`src/rtl/pts_pkg.sv`:
```
package pts_pkg;

  // Operation applied to every stage on a rising edge
  typedef enum logic [1:0] {
    OP_CLEAR = 2'd0,
    OP_LOAD  = 2'd1,
    OP_SHIFT = 2'd2
  } pts_op_e;

endpackage

```
`src/rtl/pts_ctrl.sv`:
```
// Decodes the control pins into one operation. Priority: clear, load, shift.
module pts_ctrl
  import pts_pkg::*;
(
  input  logic    rst,
  input  logic    load_en,
  output pts_op_e op
);

  always_comb begin
    if (rst)          op = OP_CLEAR;
    else if (load_en) op = OP_LOAD;
    else              op = OP_SHIFT;
  end

endmodule

```
`src/rtl/pts_stage.sv`:
```
// One storage stage with its own source multiplexer.
module pts_stage
  import pts_pkg::*;
(
  input  logic    clk,
  input  pts_op_e op,
  input  logic    shift_d,
  input  logic    load_d,
  output logic    q
);

  always_ff @(posedge clk) begin
    case (op)
      OP_CLEAR: q <= 1'b0;
      OP_LOAD:  q <= load_d;
      OP_SHIFT: q <= shift_d;
      default:  q <= 1'b0;
    endcase
  end

endmodule

```
`src/rtl/piso_tap_shifter.sv`:
```
module piso_tap_shifter
  import pts_pkg::*;
#(
  parameter int WIDTH = 8,
  parameter int TAPS  = 3
) (
  input  logic             clk,
  input  logic             rst,
  input  logic             load_en,
  input  logic             ser_in,
  input  logic [WIDTH-1:0] par_in,
  output logic [TAPS-1:0]  tap_out,
  output logic             ser_out
);

  localparam int TAP_LO = WIDTH - TAPS;

  pts_op_e          op;
  logic [WIDTH-1:0] stage_q;
  logic [WIDTH-1:0] shift_src;

  pts_ctrl u_ctrl (
    .rst     (rst),
    .load_en (load_en),
    .op      (op)
  );

  // Each stage shifts from the one below it; stage 0 shifts from ser_in
  assign shift_src = {stage_q[WIDTH-2:0], ser_in};

  generate
    for (genvar k = 0; k < WIDTH; k++) begin : g_stage
      pts_stage u_stage (
        .clk     (clk),
        .op      (op),
        .shift_d (shift_src[k]),
        .load_d  (par_in[k]),
        .q       (stage_q[k])
      );
    end
  endgenerate

  // Outputs come directly from stage flip-flops
  assign tap_out = stage_q[WIDTH-1:TAP_LO];
  assign ser_out = stage_q[WIDTH-1];

endmodule

```
`config.mk`:
```
export PLATFORM = sky130hd
export DESIGN_NAME = piso_tap_shifter
export DESIGN_NICKNAME = d
export VERILOG_FILES = /design/src/rtl/pts_pkg.sv /design/src/rtl/pts_ctrl.sv /design/src/rtl/pts_stage.sv /design/src/rtl/piso_tap_shifter.sv
export SDC_FILE = /design/constraint.sdc
export NUM_CORES = 1
export LEC_CHECK = 0
export BUFFER_PORTS_ARGS = -buffer_cell sky130_fd_sc_hd__buf_2
export CORE_AREA = 4 4 41 43
export DETAILED_ROUTE_END_ITERATION = 16
export DIE_AREA = 0 0 45 47
export PLACE_DENSITY = 0.58
export SLEW_MARGIN = 20
export SYNTH_ARGS = -nofsm -noshare
export SYNTH_HDL_FRONTEND = slang
export SYNTH_SLANG_ARGS = --single-unit
```
`constraint.sdc`:
```
create_clock -name clk -period 0.8 [get_ports clk]
set_input_delay 0.08 -clock clk [delete_from_list [all_inputs] [get_ports clk]]
set_output_delay 0.08 -clock clk [all_outputs]
set_load 0.01 [all_outputs]
```
## After elaboration in Yosys (flattened, before gate mapping)

Cells that the tools add are included.

- Logic and storage cells: 20
- Output and inout bits: 4
- Bits of input ports: 12
- Bits in registers: 8

- Equality and inequality tests: 2
- Multiplexer cells: 10

Operator list:

| cell | number |
|---|---|
| 1-bit one-hot mux with 2 select lines | 8 |
| 2-bit two-way mux | 2 |
| 2-bit by 1-bit equality test with 1-bit output (second input constant) | 1 |
| 2-bit equality test (second input constant) | 1 |

## Longest topological paths before layout

Gate-level depths: netlist (run 1).

- Depth after elaboration: 4
- Depth in mapped cells: 3
- Gate-level depth less buffers: 2

## Modules after synthesis

A second synthesis (run 1) with hierarchy kept.

- Cell total of the unflattened synthesis: 61
- Area, all modules: 550.5 sq um

By module, submodules not included:

| module | area an instance (sq um) | cells an instance | seq. area each (sq um) | instances |
|---|---|---|---|---|
| pts_stage | 63.8 | 7 | 20.0 | 8 |
| piso_tap_shifter | 22.5 | 3 | 0.0 | 1 |
| pts_ctrl | 17.5 | 2 | 0.0 | 1 |

## Worst setup path before layout (run 1)

No wires, ideal clock.

- Path kind: reg-to-output
- Start point: register g_stage[7].u_stage.q
- End point: output tap_out[2]
- Cell stages (with the launch flop): 2
- Path buffers: 1
- Required time: 0.720 ns
- Data arrival time: 0.485 ns
- Setup slack: 0.235 ns
- Cells stage by stage: dfxtp_1 -> buf_4

RTL lines:

| what | RTL line | text |
|---|---|---|
| start: declaration | pts_stage.sv:9 | `output logic q` |
| start signal: assignment | pts_stage.sv:15 | `OP_LOAD: q <= load_d;` |
| start signal: assignment | pts_stage.sv:16 | `OP_SHIFT: q <= shift_d;` |
| end: declaration | piso_tap_shifter.sv:12 | `output logic [TAPS-1:0] tap_out,` |

No word-level cell between the ends.

## Worst setup path after layout (run 1)

- Start point: register g_stage[7].u_stage.q
- End point: output tap_out[2]

No word-level cell between the ends.

==> metrics.json, run 1 <==
{
  "run_status": {
    "run_status": "finished, final reports clean"
  },
  "clocking": {
    "holdBufCountCts": 0,
    "htree_levels": 1,
    "numClockSinks": 8,
    "tritoncts_clock_tree": "built",
    "clock_tree.root_cell": "clkbuf_4",
    "cts-buffers-inserted": 3,
    "clkTransAtPathRegs_ns": 0.05,
    "cts_max_path_buffers": 2,
    "insertion_delay_ns": 0.25,
    "post_cts_setup_inserts": 0
  },
  "placement": {
    "place_congestion": 0.6219,
    "placedInstanceArea_um2": 364.1,
    "port_buffers": 15
  },
  "worst_setup_path": {
    "arrival_time_reported_for_the_critical_path_endpoint_ns": 0.69,
    "worst_path_max_stage_delay_ns": 0.32,
    "worstPathRequired_ns": 0.72,
    "critPathTopFamily": "flip-flops",
    "crit_path_end_kind": "output pin",
    "crit_path_start_kind": "flop",
    "reg2regPathDepth": 2,
    "path_buf_inv": 1,
    "timing.critical_path.fanout_max": 2,
    "worstPathCellList": "buf_2",
    "cp.depth": 1,
    "slowest_cp_cell": "dfxtp_1",
    "path_class": "reg -> out"
  },
  "route": {
    "avgRoutedWirePerCell_um": 9.404,
    "first_pass_iters": 2,
    "drt-initial-drc-count": 1,
    "via_cell_ratio": 4.018,
    "num_vias": 229,
    "route.detailed.drc": 0,
    "wirelength_um": 536,
    "antenna_left": 0
  },
  "sta": {
    "final.period_utilization_pct": 95.82,
    "report.final.slew_viol_count": 0,
    "minimum_period_implied_by_the_final_worst_setup_slack_ns": 0.7666,
    "final-setup-viol-count": 0,
    "post_route_skew_ns": 0.001362,
    "worst_pin_slew_ns": 0.2354,
    "worst_slew_margin_rel_pct": 84.30,
    "rsz0062_at_grt": "false",
    "maxClockFrequency_mhz": 1305,
    "finalHoldViolCount": 0,
    "timing.setup.tns_ns": 0
  },
  "global_routing": {
    "remaining_overflow_grt": 0,
    "grt_pass1_wl_um": 917,
    "antenna_violations_before_repair": 0,
    "maximum_number_of_pins_on_one_net_before_global_route_repair": 9,
    "grt_util_all_layers_pct": 6.582,
    "first_global_vias": 239
  },
  "logic_synthesis": {
    "synth_top_cell_area_share_pct": 52.03,
    "asyncSetResetFlopFracSynth_pct": 0,
    "syn_area_per_cell_um2": 10.61,
    "synth_top_family_by_area": "multiplexers",
    "leading_cell_types_by_total_area_after_synthesis": "dfxtp_1 52%, mux2i_1 26%, nor2_1 9.8%",
    "synthesis.instances": 29,
    "netlist_area_um2": 307.8,
    "synthDominantAreaCellType": "dfxtp_1",
    "ys_seq_elements": 8,
    "post_synthesis_mux_area_share_pct": 26.02,
    "synth.yosys.seq_area_share_pct": 52.03,
    "dominantRegCellSynth": "dfxtp_1",
    "synth_simple_gate_area_share_pct": 9.756,
    "synth_compound_area_share_pct": 0,
    "yosys.area_share.adder_pct": 0,
    "synth-xor-area-share_pct": 0,
    "mappedNetlistNets": 41,
    "synth_enable_flop_cells": 0,
    "yosysWarnings": 0,
    "yosys-top-cells-count": "8 x dfxtp_1, 8 x mux2i_1, 8 x nor2_1, 3 x buf_4",
    "synth.lib_cells_used.distinct": 6
  },
  "cells_and_area": {
    "registers.top_by_ff_count": "g_stage.u_stage.q",
    "layout_cell_share_with_drive_strength_beyond_1_pct": 47.62,
    "largest_reg_flops": 8,
    "nets": 56,
    "largest_registers": "g_stage.u_stage.q (8)",
    "layout_overhead_on_the_synthesized_area_pct": 28.46,
    "final_design_area_no_fill_um2": 395.4,
    "diodes": 0
  },
  "floorplanning": {
    "design.die.area_mm2": 0.002115,
    "core_area_mm2": 0.001301,
    "die-width_um": 45,
    "num_io_pins": 16,
    "num_rows": 13,
    "initial_core_util_pct": 23.65,
    "height_of_the_die_um": 47
  },
  "pwr": {
    "p_total_uw": 824.6,
    "power_per_standard_cell_area_mw_per_mm2": 2086,
    "power.leakage_uw": 0.0002072,
    "ir_drop_uv": 1007
  },
  "hold_path": {
    "worst_hold_path_type": "in -> reg",
    "timing.hold.worst_path_depth": 3
  },
  "run": {
    "max_cap_violations": 0
  }
}
[cell families after synthesis]
logic type,Yosys count
buf+inv,5
mux,8
simple gates,8
flops,8
[layout by cell type (no fill, tap or decap)]
cell / netlist / layout
nor2_1: 8 / 8
clkbuf_4: 0 / 3
mux2i_1: 8 / 8
buf_6: 1 / 1
dfxtp_2: 0 / 2
dfxtp_1: 8 / 6
buf_2: 0 / 14
[worst reg2reg max path, stage by stage (launching register included)]
cell     delay [ns]
dfxtp_2        0.31
mux2i_1        0.13
nor2_1         0.06
[timing repair]
action	4_1_cts	5_1_grt
resized for setup	1	2
endpoints found under the setup margin	1	2
hold endpoints to repair	0	0
[final cells by class]
class / instances / area, um^2
clock buffer: 3 / 22.52
timing repair buffer: 15 / 81.33
sequential: 8 / 162.7
fill: 148 / 905.9
multi-input combinational: 16 / 110.1
tap: 15 / 18.77
[path summary, 6_finish.rpt]
kind,end,slack (ns),from
worst max register to register,g_stage[6].u_stage.q,0.19,g_stage[5].u_stage.q
worst min-delay path,g_stage[0].u_stage.q,0.07,ser_in
worst max-delay path,tap_out[2],0.03,g_stage[7].u_stage.q
worst min register to register,g_stage[4].u_stage.q,0.47,g_stage[3].u_stage.q
[per-layer routing]
layer	vias up	track usage, %	wire length [um]
met5	-	0	0
met4	0	1.754	0
met3	0	6.130	77
met2	13	10.45	250
met1	99	6.207	207
li1	117	-	-
[per-stage QoR]
| step | setup WS [ns] | instances | hold WS, ns | util (%) |
|---|---|---|---|---|
| after floorplan | 0.2348 | 29 | 0.2239 | - |
| after global placement | 0.1043 | 54 | 0.3169 | 27.98 |
| after detailed placement | 0.06409 | 54 | 0.3220 | 27.98 |
| after CTS | 0.01173 | 57 | 0.05835 | 29.81 |
| after global routing | 0.003123 | 57 | 0.07237 | 30.38 |
| final | 0.03342 | 57 | 0.06636 | 30.38 |
[power by group]
group / internal, uW / switching, uW
Clock: 171 / 125
Combinational: 53.2 / 42.6
Sequential: 425 / 8.11
Total: 649 / 176
Note: power is estimated with default switching activity, not from simulation.
==> run 2, diff against run 1 <==
- PLACE_DENSITY: 0.58 -> 0.48
- REMOVE_ABC_BUFFERS: unset -> 1
==> run 2 against run 1 <==
Compared with the run above: wire length is 1.7% higher; clock power is 2% lower; global-route usage rose by 0.085 points; maximum frequency up 0.92%; non-clock buffer count is the same; count of clock-buffer cells in the layout unchanged; die area did not move; final area down 1.3%; sequential share of layout area grew 0.85 points; final cell count stayed put; sequential power hardly changed; power shrank 1.1%; critical endpoint is now tap_out[1].
==> metrics.json, run 2 (synthesis gave the netlist of run 1 again) <==
{
  "placement": {
    "place_congestion": 0.5842,
    "port_buffers": 15,
    "dp_worst_setup_slack_ns": 0.08368
  },
  "worst_setup_path": {
    "reg2regPathDepth": 2,
    "crit_path_start_kind": "flop",
    "slowest_cp_cell": "dfxtp_2",
    "worst_r2r_endpoint": "g_stage[6].u_stage.q",
    "critPathTopFamily": "flip-flops",
    "crit_path_end_kind": "output pin",
    "timing.critical_path.fanout_max": 2,
    "worstReg2RegStart": "g_stage[5].u_stage.q",
    "arrival_time_reported_for_the_critical_path_endpoint_ns": 0.68,
    "worstPathRequired_ns": 0.72,
    "worstPathCellList": "buf_2",
    "path_class": "reg -> out",
    "r2r_slack_ns": 0.19,
    "worst_path_max_stage_delay_ns": 0.31,
    "path_buf_inv": 1
  },
  "clocking": {
    "post_cts_setup_inserts": 0,
    "clkTransAtPathRegs_ns": 0.05,
    "numClockSinks": 8,
    "cts_max_path_buffers": 2,
    "tritoncts_clock_tree": "built",
    "clock_tree.root_cell": "clkbuf_4",
    "htree_levels": 1,
    "insertion_delay_ns": 0.24,
    "cts-buffers-inserted": 3
  },
  "global_routing": {
    "globalRouteMet2Util_pct": 9.605,
    "remaining_overflow_grt": 0,
    "grtUsageMet1_pct": 7.373,
    "first_global_vias": 230,
    "grt_pass1_wl_um": 924,
    "grt.met3_usage_pct": 3.448,
    "maximum_number_of_pins_on_one_net_before_global_route_repair": 9,
    "grt-busiest-layer": "met2",
    "antenna_violations_before_repair": 0,
    "grt_util_all_layers_pct": 6.667
  },
  "route": {
    "drt-initial-drc-count": 2,
    "avgRoutedWirePerCell_um": 9.561,
    "route.detailed.drc": 0,
    "wirelength_um": 545,
    "num_vias": 223,
    "antenna_left": 0,
    "via_cell_ratio": 3.912,
    "first_pass_iters": 2
  },
  "sta": {
    "final.period_utilization_pct": 94.95,
    "fin_worst_hold_slack_ns": 0.06947,
    "rsz0062_at_grt": "false",
    "timing.setup.tns_ns": 0,
    "final-setup-viol-count": 0,
    "maxClockFrequency_mhz": 1317,
    "worst_slack_ns": 0.04043,
    "worst_pin_slew_ns": 0.2374,
    "finalHoldViolCount": 0,
    "report.final.slew_viol_count": 0,
    "worst_slew_margin_rel_pct": 84.18,
    "post_route_skew_ns": 0.002163,
    "minimum_period_implied_by_the_final_worst_setup_slack_ns": 0.7596
  },
  "pwr": {
    "power_per_standard_cell_area_mw_per_mm2": 2088,
    "power.leakage_uw": 0.0002065,
    "ir_drop_uv": 708.6
  },
  "cells_and_area": {
    "registers.top_by_ff_count": "g_stage.u_stage.q",
    "largest_registers": "g_stage.u_stage.q (8)",
    "layout_cell_share_with_drive_strength_beyond_1_pct": 50.00,
    "layout.cells.most_common": "buf_2",
    "layout_overhead_on_the_synthesized_area_pct": 26.83,
    "nets": 56,
    "final_cell_mix": "15 x buf_2, 8 x mux2i_1, 8 x nor2_1",
    "largest_reg_flops": 8,
    "diodes": 0
  },
  "run_status": {
    "run_status": "finished, final reports clean"
  },
  "floorplanning": {
    "num_io_pins": 16,
    "initial_core_util_pct": 23.65,
    "height_of_the_die_um": 47,
    "core_area_mm2": 0.001301,
    "num_rows": 13,
    "die-width_um": 45,
    "design.die.area_mm2": 0.002115
  },
  "hold_path": {
    "hold_start": "par_in[2]",
    "worst_hold_path_type": "in -> reg",
    "whs_endpoint": "g_stage[2].u_stage.q",
    "timing.hold.worst_path_depth": 3
  },
  "run": {
    "max_cap_violations": 0
  }
}
run 2: cell types whose count changed in the layout (fill, tap and decap cells not counted):
cell | previous run | this run
dfxtp_2 | 2 | 3
dfxtp_1 | 6 | 5
buf_6 | 1 | 0
buf_2 | 14 | 15
run 2: worst reg2reg max path: cells and delay by family (launching register included):
family	cells	cell delay, ns
multiplexers	1	0.14
AND/OR/NAND/NOR	1	0.05
flip-flops	1	0.31
run 2: where the power goes:
part / internal [uW] / leakage [uW] / total, uW / switching (uW)
Sequential: 425 / 0.0000672 / 433 / 7.15
Clock: 170 / 0.0000138 / 290 / 119
Combinational: 50.1 / 0.000125 / 93.0 / 42.9
Total: 646 / 0.000206 / 815 / 169
run 2: how the worst max path moves through the flow:
stage / startpoint / endpoint / cells after the start
after floorplan: g_stage[5].u_stage.q / g_stage[6].u_stage.q / 2
after global placement: load_en / g_stage[6].u_stage.q / 3
after detailed placement: load_en / g_stage[6].u_stage.q / 3
after CTS: g_stage[7].u_stage.q / ser_out / 1
after global routing: g_stage[5].u_stage.q / tap_out[0] / 1
final: g_stage[6].u_stage.q / tap_out[1] / 1
run 2: per-layer routing:
layer	routed length (um)	vias up	share of wire, %
met5	0	-	0
met4	7	0	1.3
met3	85	2	16
met2	187	15	34
met1	264	88	48
li1	-	118	-
run 2: what timing repair did:
action                                  CTS  global route
endpoints found under the setup margin    0             3
resized for setup                         0             3
hold buffers                              0             0
run 2: area by class of cell:
type                       count  area [um^2]
clock buffer                   3        22.52
fill                         153        910.9
multi-input combinational     16        110.1
sequential                     8        163.9
tap                           15        18.77
timing repair buffer          15        75.07
run 2: metrics by stage:
stage               utilization [%]  area, um^2  total power [uW]  instances
floorplan                         -       270.3             478.9         24
global placement              27.98       364.1             533.9         54
detailed placement            27.98       364.1             534.3         54
CTS                           29.71       386.6             836.4         57
global route                  30.00       390.4             869.9         57
finish                        30.00       390.4             815.3         57
